<file path="src/rtl/iacu_pkg.sv">
// Package: shared function codes and control types for the integer
// add/subtract/compare unit. The code values are architectural and fixed.
package iacu_pkg;

    localparam int FUNC_W = 7;

    // Add family
    localparam logic [FUNC_W-1:0] FC_ADD_L    = 7'h00;
    localparam logic [FUNC_W-1:0] FC_ADD_LV   = 7'h40;
    localparam logic [FUNC_W-1:0] FC_ADD_L4   = 7'h02;
    localparam logic [FUNC_W-1:0] FC_ADD_L8   = 7'h12;
    localparam logic [FUNC_W-1:0] FC_ADD_Q    = 7'h20;
    localparam logic [FUNC_W-1:0] FC_ADD_QV   = 7'h60;
    localparam logic [FUNC_W-1:0] FC_ADD_Q4   = 7'h22;
    localparam logic [FUNC_W-1:0] FC_ADD_Q8   = 7'h32;
    // Subtract family
    localparam logic [FUNC_W-1:0] FC_SUB_L    = 7'h09;
    localparam logic [FUNC_W-1:0] FC_SUB_LV   = 7'h49;
    localparam logic [FUNC_W-1:0] FC_SUB_L4   = 7'h0b;
    localparam logic [FUNC_W-1:0] FC_SUB_L8   = 7'h1b;
    localparam logic [FUNC_W-1:0] FC_SUB_Q    = 7'h29;
    localparam logic [FUNC_W-1:0] FC_SUB_QV   = 7'h69;
    localparam logic [FUNC_W-1:0] FC_SUB_Q4   = 7'h2b;
    localparam logic [FUNC_W-1:0] FC_SUB_Q8   = 7'h3b;
    // Compare family
    localparam logic [FUNC_W-1:0] FC_CMP_EQ   = 7'h2d;
    localparam logic [FUNC_W-1:0] FC_CMP_SLE  = 7'h6d;
    localparam logic [FUNC_W-1:0] FC_CMP_SLT  = 7'h4d;
    localparam logic [FUNC_W-1:0] FC_CMP_ULE  = 7'h3d;
    localparam logic [FUNC_W-1:0] FC_CMP_ULT  = 7'h1d;
    localparam logic [FUNC_W-1:0] FC_CMP_BYTE = 7'h0f;

    // Which datapath produces the result
    typedef enum logic [1:0] {
        CLS_NONE  = 2'd0,
        CLS_ARITH = 2'd1,
        CLS_CMP   = 2'd2,
        CLS_BYTES = 2'd3
    } unit_cls_e;

    typedef enum logic [2:0] {
        CMP_EQ  = 3'd0,
        CMP_SLE = 3'd1,
        CMP_SLT = 3'd2,
        CMP_ULE = 3'd3,
        CMP_ULT = 3'd4
    } cmp_kind_e;

    // Decoded control word
    typedef struct packed {
        unit_cls_e  cls;
        logic       sub;
        logic       longw;
        logic [1:0] scale;   // left shift applied to A: 0, 2 or 3
        logic       trap;
        cmp_kind_e  cmp;
    } iacu_ctrl_t;

endpackage

</file>
<file path="src/rtl/iacu_decode.sv">
// Module: iacu_decode
// Turns the 7-bit function code into a control word. Unlisted codes yield
// class CLS_NONE with every other field at its inactive value.
// Assumes: the caller has already routed only this unit's opcode group here.
module iacu_decode
    import iacu_pkg::*;
(
    input  logic [FUNC_W-1:0] func_i,
    output iacu_ctrl_t        ctrl_o
);

    // Purpose: map each implemented code onto its datapath settings.
    always_comb begin
        ctrl_o       = '0;
        ctrl_o.cls   = CLS_NONE;
        ctrl_o.cmp   = CMP_EQ;
        unique case (func_i)
            FC_ADD_L:  begin ctrl_o.cls = CLS_ARITH; ctrl_o.longw = 1'b1; end
            FC_ADD_LV: begin ctrl_o.cls = CLS_ARITH; ctrl_o.longw = 1'b1; ctrl_o.trap = 1'b1; end
            FC_ADD_L4: begin ctrl_o.cls = CLS_ARITH; ctrl_o.longw = 1'b1; ctrl_o.scale = 2'd2; end
            FC_ADD_L8: begin ctrl_o.cls = CLS_ARITH; ctrl_o.longw = 1'b1; ctrl_o.scale = 2'd3; end
            FC_ADD_Q:  begin ctrl_o.cls = CLS_ARITH; end
            FC_ADD_QV: begin ctrl_o.cls = CLS_ARITH; ctrl_o.trap = 1'b1; end
            FC_ADD_Q4: begin ctrl_o.cls = CLS_ARITH; ctrl_o.scale = 2'd2; end
            FC_ADD_Q8: begin ctrl_o.cls = CLS_ARITH; ctrl_o.scale = 2'd3; end
            FC_SUB_L:  begin ctrl_o.cls = CLS_ARITH; ctrl_o.sub = 1'b1; ctrl_o.longw = 1'b1; end
            FC_SUB_LV: begin ctrl_o.cls = CLS_ARITH; ctrl_o.sub = 1'b1; ctrl_o.longw = 1'b1; ctrl_o.trap = 1'b1; end
            FC_SUB_L4: begin ctrl_o.cls = CLS_ARITH; ctrl_o.sub = 1'b1; ctrl_o.longw = 1'b1; ctrl_o.scale = 2'd2; end
            FC_SUB_L8: begin ctrl_o.cls = CLS_ARITH; ctrl_o.sub = 1'b1; ctrl_o.longw = 1'b1; ctrl_o.scale = 2'd3; end
            FC_SUB_Q:  begin ctrl_o.cls = CLS_ARITH; ctrl_o.sub = 1'b1; end
            FC_SUB_QV: begin ctrl_o.cls = CLS_ARITH; ctrl_o.sub = 1'b1; ctrl_o.trap = 1'b1; end
            FC_SUB_Q4: begin ctrl_o.cls = CLS_ARITH; ctrl_o.sub = 1'b1; ctrl_o.scale = 2'd2; end
            FC_SUB_Q8: begin ctrl_o.cls = CLS_ARITH; ctrl_o.sub = 1'b1; ctrl_o.scale = 2'd3; end
            FC_CMP_EQ:   begin ctrl_o.cls = CLS_CMP; ctrl_o.cmp = CMP_EQ;  end
            FC_CMP_SLE:  begin ctrl_o.cls = CLS_CMP; ctrl_o.cmp = CMP_SLE; end
            FC_CMP_SLT:  begin ctrl_o.cls = CLS_CMP; ctrl_o.cmp = CMP_SLT; end
            FC_CMP_ULE:  begin ctrl_o.cls = CLS_CMP; ctrl_o.cmp = CMP_ULE; end
            FC_CMP_ULT:  begin ctrl_o.cls = CLS_CMP; ctrl_o.cmp = CMP_ULT; end
            FC_CMP_BYTE: begin ctrl_o.cls = CLS_BYTES; end
            default:     begin ctrl_o.cls = CLS_NONE; end
        endcase
    end

endmodule

</file>
<file path="src/rtl/iacu_addsub.sv">
// Module: iacu_addsub
// Scales A, adds or subtracts B, narrows to the low half with sign
// extension for longword operations, and flags signed overflow for the
// trapping variants. One shared adder serves both widths.
// Assumes: scale is only non-zero when trap is low.
module iacu_addsub #(
    parameter int DATA_W = 64,
    parameter int HALF_W = 32
) (
    input  logic [DATA_W-1:0] a_i,
    input  logic [DATA_W-1:0] b_i,
    input  logic              sub_i,
    input  logic              longw_i,
    input  logic [1:0]        scale_i,
    input  logic              trap_i,
    output logic [DATA_W-1:0] sum_o,
    output logic              ovf_o
);

    localparam int EXT_W = DATA_W - HALF_W;

    logic [DATA_W-1:0] a_sc;
    logic [DATA_W-1:0] raw;
    logic              sgn_a;
    logic              sgn_b;
    logic              sgn_r;

    // Purpose: pre-scale A and run the shared adder/subtractor.
    always_comb begin
        a_sc = a_i << scale_i;
        raw  = sub_i ? (a_sc - b_i) : (a_sc + b_i);
    end

    // Purpose: narrow to the operation width with sign extension.
    always_comb begin
        if (longw_i) begin
            sum_o = {{EXT_W{raw[HALF_W-1]}}, raw[HALF_W-1:0]};
        end else begin
            sum_o = raw;
        end
    end

    // Purpose: derive the overflow flag from the operand and result signs.
    always_comb begin
        sgn_a = longw_i ? a_sc[HALF_W-1] : a_sc[DATA_W-1];
        sgn_b = longw_i ? b_i[HALF_W-1]  : b_i[DATA_W-1];
        sgn_r = longw_i ? raw[HALF_W-1]  : raw[DATA_W-1];
        ovf_o = trap_i & (sub_i ? (sgn_a != sgn_b) : (sgn_a == sgn_b)) & (sgn_r != sgn_a);
    end

    // Purpose: guard the width narrowing and the overflow sign rules.
    always_comb begin
        if (longw_i) begin
            AST_LONG_SEXT: assert (sum_o[DATA_W-1:HALF_W] == {EXT_W{sum_o[HALF_W-1]}})
                else $error("longword result not sign-extended");
        end
        if (ovf_o && !sub_i) begin
            AST_ADD_OVF_SIGNS: assert ((longw_i ? (a_i[HALF_W-1] == b_i[HALF_W-1])
                                                : (a_i[DATA_W-1] == b_i[DATA_W-1])))
                else $error("add overflow with operands of unlike sign");
        end
        if (ovf_o && sub_i) begin
            AST_SUB_OVF_SIGNS: assert ((longw_i ? (a_i[HALF_W-1] != b_i[HALF_W-1])
                                                : (a_i[DATA_W-1] != b_i[DATA_W-1])))
                else $error("subtract overflow with operands of like sign");
        end
    end

endmodule

</file>
<file path="src/rtl/iacu_compare.sv">
// Module: iacu_compare
// Whole-word signed/unsigned compares and the per-lane unsigned
// greater-or-equal mask. Both outputs are always computed; the top selects.
// Assumes: DATA_W is a multiple of LANE_W.
module iacu_compare
    import iacu_pkg::*;
#(
    parameter int DATA_W = 64,
    parameter int LANE_W = 8,
    parameter int LANES  = DATA_W / LANE_W
) (
    input  logic [DATA_W-1:0] a_i,
    input  logic [DATA_W-1:0] b_i,
    input  cmp_kind_e         kind_i,
    output logic              flag_o,
    output logic [LANES-1:0]  mask_o
);

    logic eq;
    logic slt;
    logic ult;

    // Purpose: compute the three primitive relations once.
    always_comb begin
        eq  = (a_i == b_i);
        slt = ($signed(a_i) < $signed(b_i));
        ult = (a_i < b_i);
    end

    // Purpose: combine the primitives into the selected relation.
    always_comb begin
        unique case (kind_i)
            CMP_EQ:  flag_o = eq;
            CMP_SLE: flag_o = slt | eq;
            CMP_SLT: flag_o = slt;
            CMP_ULE: flag_o = ult | eq;
            CMP_ULT: flag_o = ult;
            default: flag_o = 1'b0;
        endcase
    end

    // One unsigned comparator per byte lane
    for (genvar g = 0; g < LANES; g++) begin : g_lane
        // Purpose: lane g greater-or-equal test.
        always_comb begin
            mask_o[g] = (a_i[g*LANE_W +: LANE_W] >= b_i[g*LANE_W +: LANE_W]);
        end
    end

    // Purpose: the ordered relations must agree with equality.
    always_comb begin
        if (eq) begin
            AST_EQ_IMPLIES_LE: assert (mask_o == {LANES{1'b1}})
                else $error("equal operands gave a clear lane bit");
        end
    end

endmodule

</file>
<file path="src/rtl/iacu_top.sv">
// Module: iacu_top
// Integer add/subtract/compare unit. Selects operand B, decodes the function
// code, and muxes the arithmetic, compare or lane-mask result. Fully
// combinational; the caller registers the outputs.
// Assumes: LIT_W < DATA_W and DATA_W/LANE_W < DATA_W.
module iacu_top
    import iacu_pkg::*;
#(
    parameter int DATA_W = 64,
    parameter int HALF_W = 32,
    parameter int LIT_W  = 8,
    parameter int LANE_W = 8
) (
    input  logic [DATA_W-1:0] opa_i,
    input  logic [DATA_W-1:0] opb_i,
    input  logic [LIT_W-1:0]  lit_i,
    input  logic              lit_sel_i,
    input  logic [FUNC_W-1:0] func_i,
    output logic [DATA_W-1:0] result_o,
    output logic              ovf_o,
    output logic              illegal_o
);

    localparam int LANES = DATA_W / LANE_W;

    iacu_ctrl_t        ctrl;
    logic [DATA_W-1:0] b_eff;
    logic [DATA_W-1:0] arith_res;
    logic              arith_ovf;
    logic              cmp_flag;
    logic [LANES-1:0]  lane_mask;

    // Purpose: choose register or zero-extended literal as operand B.
    always_comb begin
        b_eff = lit_sel_i ? {{(DATA_W-LIT_W){1'b0}}, lit_i} : opb_i;
    end

    iacu_decode i_decode (
        .func_i (func_i),
        .ctrl_o (ctrl)
    );

    iacu_addsub #(
        .DATA_W (DATA_W),
        .HALF_W (HALF_W)
    ) i_addsub (
        .a_i     (opa_i),
        .b_i     (b_eff),
        .sub_i   (ctrl.sub),
        .longw_i (ctrl.longw),
        .scale_i (ctrl.scale),
        .trap_i  (ctrl.trap),
        .sum_o   (arith_res),
        .ovf_o   (arith_ovf)
    );

    iacu_compare #(
        .DATA_W (DATA_W),
        .LANE_W (LANE_W),
        .LANES  (LANES)
    ) i_compare (
        .a_i    (opa_i),
        .b_i    (b_eff),
        .kind_i (ctrl.cmp),
        .flag_o (cmp_flag),
        .mask_o (lane_mask)
    );

    // Purpose: select the result of the active datapath.
    always_comb begin
        unique case (ctrl.cls)
            CLS_ARITH: result_o = arith_res;
            CLS_CMP:   result_o = {{(DATA_W-1){1'b0}}, cmp_flag};
            CLS_BYTES: result_o = {{(DATA_W-LANES){1'b0}}, lane_mask};
            default:   result_o = '0;
        endcase
    end

    // Purpose: qualify the flags with the decoded class.
    always_comb begin
        ovf_o     = (ctrl.cls == CLS_ARITH) & arith_ovf;
        illegal_o = (ctrl.cls == CLS_NONE);
    end

    // Purpose: guard the output mux against class leakage.
    always_comb begin
        if (illegal_o) begin
            AST_ILLEGAL_ZERO: assert (result_o == '0 && !ovf_o)
                else $error("illegal code drove data");
        end
        if (ovf_o) begin
            AST_OVF_TRAP_ONLY: assert (ctrl.trap && ctrl.scale == 2'd0)
                else $error("overflow on a non-trapping code");
        end
        if (ctrl.cls == CLS_CMP) begin
            AST_CMP_BOOL: assert (result_o[DATA_W-1:1] == '0)
                else $error("compare result not boolean");
        end
        if (ctrl.cls == CLS_BYTES) begin
            AST_BYTE_UPPER: assert (result_o[DATA_W-1:LANES] == '0)
                else $error("lane mask upper bits set");
        end
    end

endmodule

</file>
<file path="config.mk">
export PLATFORM = sky130hd
export DESIGN_NAME = iacu_top
export DESIGN_NICKNAME = d
export VERILOG_FILES = /design/src/rtl/iacu_pkg.sv /design/src/rtl/iacu_decode.sv /design/src/rtl/iacu_addsub.sv /design/src/rtl/iacu_compare.sv /design/src/rtl/iacu_top.sv
export SDC_FILE = /design/constraint.sdc
export NUM_CORES = 1
export LEC_CHECK = 0
export BUFFER_PORTS_ARGS = -buffer_cell sky130_fd_sc_hd__buf_2
export CAP_MARGIN = 5
export CORE_AREA = 5 5 175 160
export DETAILED_ROUTE_END_ITERATION = 6
export DIE_AREA = 0 0 180 165
export GPL_TIMING_DRIVEN = 0
export PLACE_DENSITY = 0.69
export SYNTH_ARGS = -nofsm -noshare
export SYNTH_HDL_FRONTEND = slang
export SYNTH_SLANG_ARGS = --single-unit
</file>
<file path="constraint.sdc">
create_clock -name vclk -period 9.8
set_input_delay 1.47 -clock vclk [all_inputs]
set_output_delay 1.47 -clock vclk [all_outputs]
set_load 0.01 [all_outputs]
</file>
# == Yosys cells after proc, flatten, opt, wreduce, memory -nomap -nowiden ==
# Index checks and enable logic that the tools add are counted.
# classes
add_sub_neg,2
order_cmp,10
n_eq_ne,32
shifts,1
mux,15
bitwise,5
n_reduce_logical,10
# op_table
cell,count
two-way mux 64 bit,3
one-hot mux 64 bit (3 select lines),1
< comparator 64 bit,2
adder 64 bit,1
== test 64 bit,1
>= comparator 8 bit,8
<< shifter 64 x 2 -> 64 bit,1
subtractor 64 bit,1
== test 7 x 6 -> 1 bit (second input constant),8
== test 7 bit (second input constant),6
== test 7 x 4 -> 1 bit (second input constant),3
== test 7 x 5 -> 1 bit (second input constant),3
OR reduction 16 bit,1
OR reduction 8 bit,2
one-hot mux 3 bit (4 select lines),1
OR reduction 4 bit,3
== test 7 x 2 -> 1 bit (second input constant),1
logical NOT 7 bit,1
two-way mux 1 bit,7
== test 3 x 2 -> 1 bit (second input constant),2
one-hot mux 2 bit (3 select lines),1
one-hot mux 1 bit (5 select lines),1
OR reduction 5 bit,1
== test 2 bit (second input constant),2
other kinds (10),14
# word_totals
register_bits,0
inputBits,144

# == Depth between registers and ports, before layout ==
# depth
depth_word,10
mapped_depth,29
ltp_nobuf,22

# == By module ==
# From an unflattened synthesis, not the netlist that was laid out.
# unflattened
hier_cells,1373
area_unflattened_um2,10124.7
# modules_own_cells
mod,n_inst,cells_per_inst,area_per_inst_um2
iacu_addsub,1,902,6860.3
iacu_compare,1,287,2038.2
iacu_top,1,154,1043.5
iacu_decode,1,30,182.7

# == Least setup slack after synthesis ==
# OpenSTA, ideal clock, no wires.
# synth_timing
kind,input to output
start,in lit_sel_i
end,out ovf_o
arrival_ns,7.297
required_time_ns,8.330
slack_ns,1.033
stages,28
n_path_buf,6
cell_sequence,buf_6 -> buf_2 -> clkbuf_1 -> buf_2 -> buf_1 -> clkbuf_1 -> mux2i_1 -> ha_1 -> o221ai_1 -> nor4_1 -> o211ai_1 -> nor2_1 -> nand3_1 -> nor3_1 -> and2_1 -> a21oi_1 -> xnor2_1 -> ha_1 -> a21o_1 -> a21o_1 -> a21o_1 -> a221oi_1 -> o21ai_0 -> a21oi_1 -> o21ai_0 -> xnor2_1 -> mux2i_1 -> nor4_1
# synth_between
elab_chain_cells,7
# synth_rtl
item,line,source
start: declaration,iacu_top.sv:17,"input logic lit_sel_i,"
two-way mux 64 bit (*),iacu_top.sv:35,"b_eff = lit_sel_i ? {{(DATA_W-LIT_W){1'b0}}, lit_i} : opb_i;"
adder 64 bit (tied with other cells),iacu_addsub.sv:31,raw = sub_i ? (a_sc - b_i) : (a_sc + b_i);
two-way mux 64 bit (tied with other cells),iacu_addsub.sv:31,
two-way mux 1 bit (on tied branches),"iacu_addsub.sv:47, iacu_addsub.sv:48",
!= test 1 bit or AND 1 bit (tied branches),iacu_addsub.sv:48,ovf_o = trap_i & (sub_i ? (sgn_a != sgn_b) : (sgn_a == sgn_b)) & (sgn_r != sgn_a);
AND 1 bit (*),iacu_addsub.sv:48,
AND 1 bit (*),iacu_top.sv:81,ovf_o = (ctrl.cls == CLS_ARITH) & arith_ovf;
end: declaration,iacu_top.sv:20,"output logic ovf_o,"
# Every way passes the cells marked *; elsewhere a longest branch is shown, timed or not.

# == Final worst setup path ==
# layout_timing
start,in lit_sel_i
end,out result_o[58]
# layout_between
elab_chain_cells,5
# layout_rtl
item,line,source
two-way mux 64 bit (*),iacu_top.sv:35,
adder 64 bit or subtractor 64 bit (tied branches),iacu_addsub.sv:31,
two-way mux 64 bit (*),iacu_addsub.sv:31,
two-way mux 64 bit (*),iacu_addsub.sv:36,if (longw_i) begin
one-hot mux 64 bit (3 select lines) (*),iacu_top.sv:71,unique case (ctrl.cls)
end: declaration,iacu_top.sv:19,"output logic [DATA_W-1:0] result_o,"
# Marks and branches as above.

==> impl_metrics.tcl <==
set metrics [dict create \
    run_status "finished, final reports clean" \
    p_leak_nw 5.268 \
    die-area_sq_um 29700 \
    route.vias.total 11960 \
    final_hold_viol_count 0 \
    coreArea_sq_um 25850 \
    grt_pass1_wl_um 63690 \
    antenna_found_initial 8 \
    io_pins 210 \
    pwr_density_cell_nw_per_um2 66.05 \
    syn_area_sq_um 9444 \
    fin_util 0.4251 \
    postCtsHoldBufs 0 \
    post-place-ws_ns -1.797 \
    overflow 0 \
    crit_type "input port to primary output" \
    critical-path-slowest-cell "clkbuf_1" \
    ys_types 66 \
    routedWlPerCell_um 20.61 \
    clock_buffers 0 \
    fp-row-count 56 \
    relSlewSlack 0.2559 \
    place.gp.congestion 1.053 \
    yosysTopAreaCellShare 0.1789 \
    hp-class "input port to primary output" \
    crit_fanout 26 \
    ant_nets 0 \
    setup_violations 0 \
    yosysMostFrequentCell "a21oi_1" \
    crit_path_end_kind "primary output" \
    fin_crit_sh 0.9552 \
    yosys-top-cells-area "ha_1 18%, a21oi_1 11%, mux2i_1 7.7%" \
    drc 0 \
    cpMostUsedCell "clkbuf_1" \
    slew_viol_final 0 \
    drtIter0Drc 1131 \
    synth_warnings 0 \
    path_cells "buf_6 -> inv_1 -> clkbuf_1 -> clkbuf_1 -> clkbuf_1 -> clkbuf_1 -> nand2_1 -> xnor2_1 -> ha_1 -> clkbuf_1 -> nand4_1 -> or3_1 -> a2111oi_2 -> o21ai_1 -> o21ai_2 -> a41oi_1 -> o31ai_1 -> xnor2_1 -> a21oi_1 -> buf_2" \
    timing.fmax_mhz 106.8 \
    seq_cell_count 0 \
    initial_core_util 0.3653 \
    fin_nets 1962 \
    worstMarginPinSlew_ns 1.102 \
    period_needed_ns 9.361 \
    ys_seq_area_frac 0 \
    fp.dieH_um 165 \
    rsz0062_at_grt "false" \
    syn_nets 1754 \
    grt.total_usage 0.2642 \
    cp.arrival_ns 7.89 \
    worst_slack_ns 0.4389 \
    fp.dieW_um 180 \
    slowest_delay_ns 0.71 \
    synth_area_per_cell_sq_um 6.407 \
    syn_inst 1474 \
    worstSetupStartpointType "input port" \
    dp_hpwl_um 35540 \
    syn2layout_area_growth_pct 16.37 \
    crit_required_ns 8.33 \
    peakVddDrop_mv 0.02439 \
    drt_wl_total_um 41920 \
    via_per_inst 5.879 \
    hold_path_depth 3 \
    first_pass_iters 6 \
    drive_above_1_share 0.1452 \
    grt_max_degree 20 \
    port_buffers 207 \
    synth_common_cells "203 x a21oi_1, 186 x nor2_1, 150 x nand2_1, 135 x ha_1, 91 x o21ai_0" \
    seq_area_sq_um 0 \
    grt_pass1_vias 11360 \
    yosysTopAreaCell "ha_1" \
    maxCapViolCount 0 \
]
[where the power goes]
| group | internal, W | switching [W] | leakage, nW |
|---|---|---|---|
| registers | 0 | 0 | 0 |
| logic | 0.000274 | 0.000452 | 5.27 |
| clock network | 0.0000000000819 | 0 | 0.0000380 |
| total | 0.000274 | 0.000452 | 5.27 |
[cell usage in the layout (no fill, tap or decap), drive strengths merged, types with 63 or more instances in the layout]
master,Yosys,final
a21o,63,63
o21ai,94,94
mux2i,73,73
nand2,150,150
a21oi,204,204
nor2,187,187
ha,135,135
xnor2,71,71
clkbuf,70,70
buf,7,213
[through the flow]
step	hold slack, ns	power [W]	cells	TNS [ns]	cell area (sq um)
floorplan	2.994	0.0004865	1474	0	9444
global placement	3.305	0.0006967	2029	-49.56	10920
detailed placement	3.314	0.0007023	2029	-48.23	10920
CTS	3.316	0.0007106	2029	0	10970
global route	3.344	0.0007964	2032	0	10990
finish	3.324	0.0007260	2034	0	10990
[per-layer routing]
layer,GRT usage,routed length (um),up-vias
li1,-,-,5801
met1,0.3757,19450,5511
met2,0.4302,18130,558
met3,0.03634,3292,80
met4,0.04952,998,8
met5,0,47,-
[cell families (layout without fill, tap and decap cells)]
kind of cell,count (synthesis),after routing,share of synthesized area
compound gates,488,488,0.3151
xor+xnor,115,115,0.1067
fa+ha+maj,136,136,0.1810
buf+inv,126,332,0.05127
mux,75,75,0.07976
other cells,0,6,0
simple gates,534,534,0.2663
[layout make-up]
cell class                 instances  area [sq um]
fill                            2820         14860
buffer                            75         299.0
antenna                            6         15.01
inverter                          49         183.9
tap                              348         435.4
multi-input combinational       1348          9014
timing repair buffer             208          1044
[worst paths after layout]
path / end / slack (ns) / startpoint
max: result_o[58] / 0.44 / lit_sel_i
min: ovf_o / 3.32 / func_i[1]
[critical path, delay by kind of cell]
family / cells / cell delay, ns
xor+xnor: 2 / 0.37
simple gates: 3 / 0.81
fa+ha+maj: 1 / 0.28
buf+inv: 8 / 3.03
compound gates: 6 / 1.90
[timing repair]
action	CTS	global route
setup endpoints to repair	39	33
gates resized for setup	15	3
pin swaps	1	0
buffers inserted	1	0
Note: power is estimated with default switching activity, not from simulation.
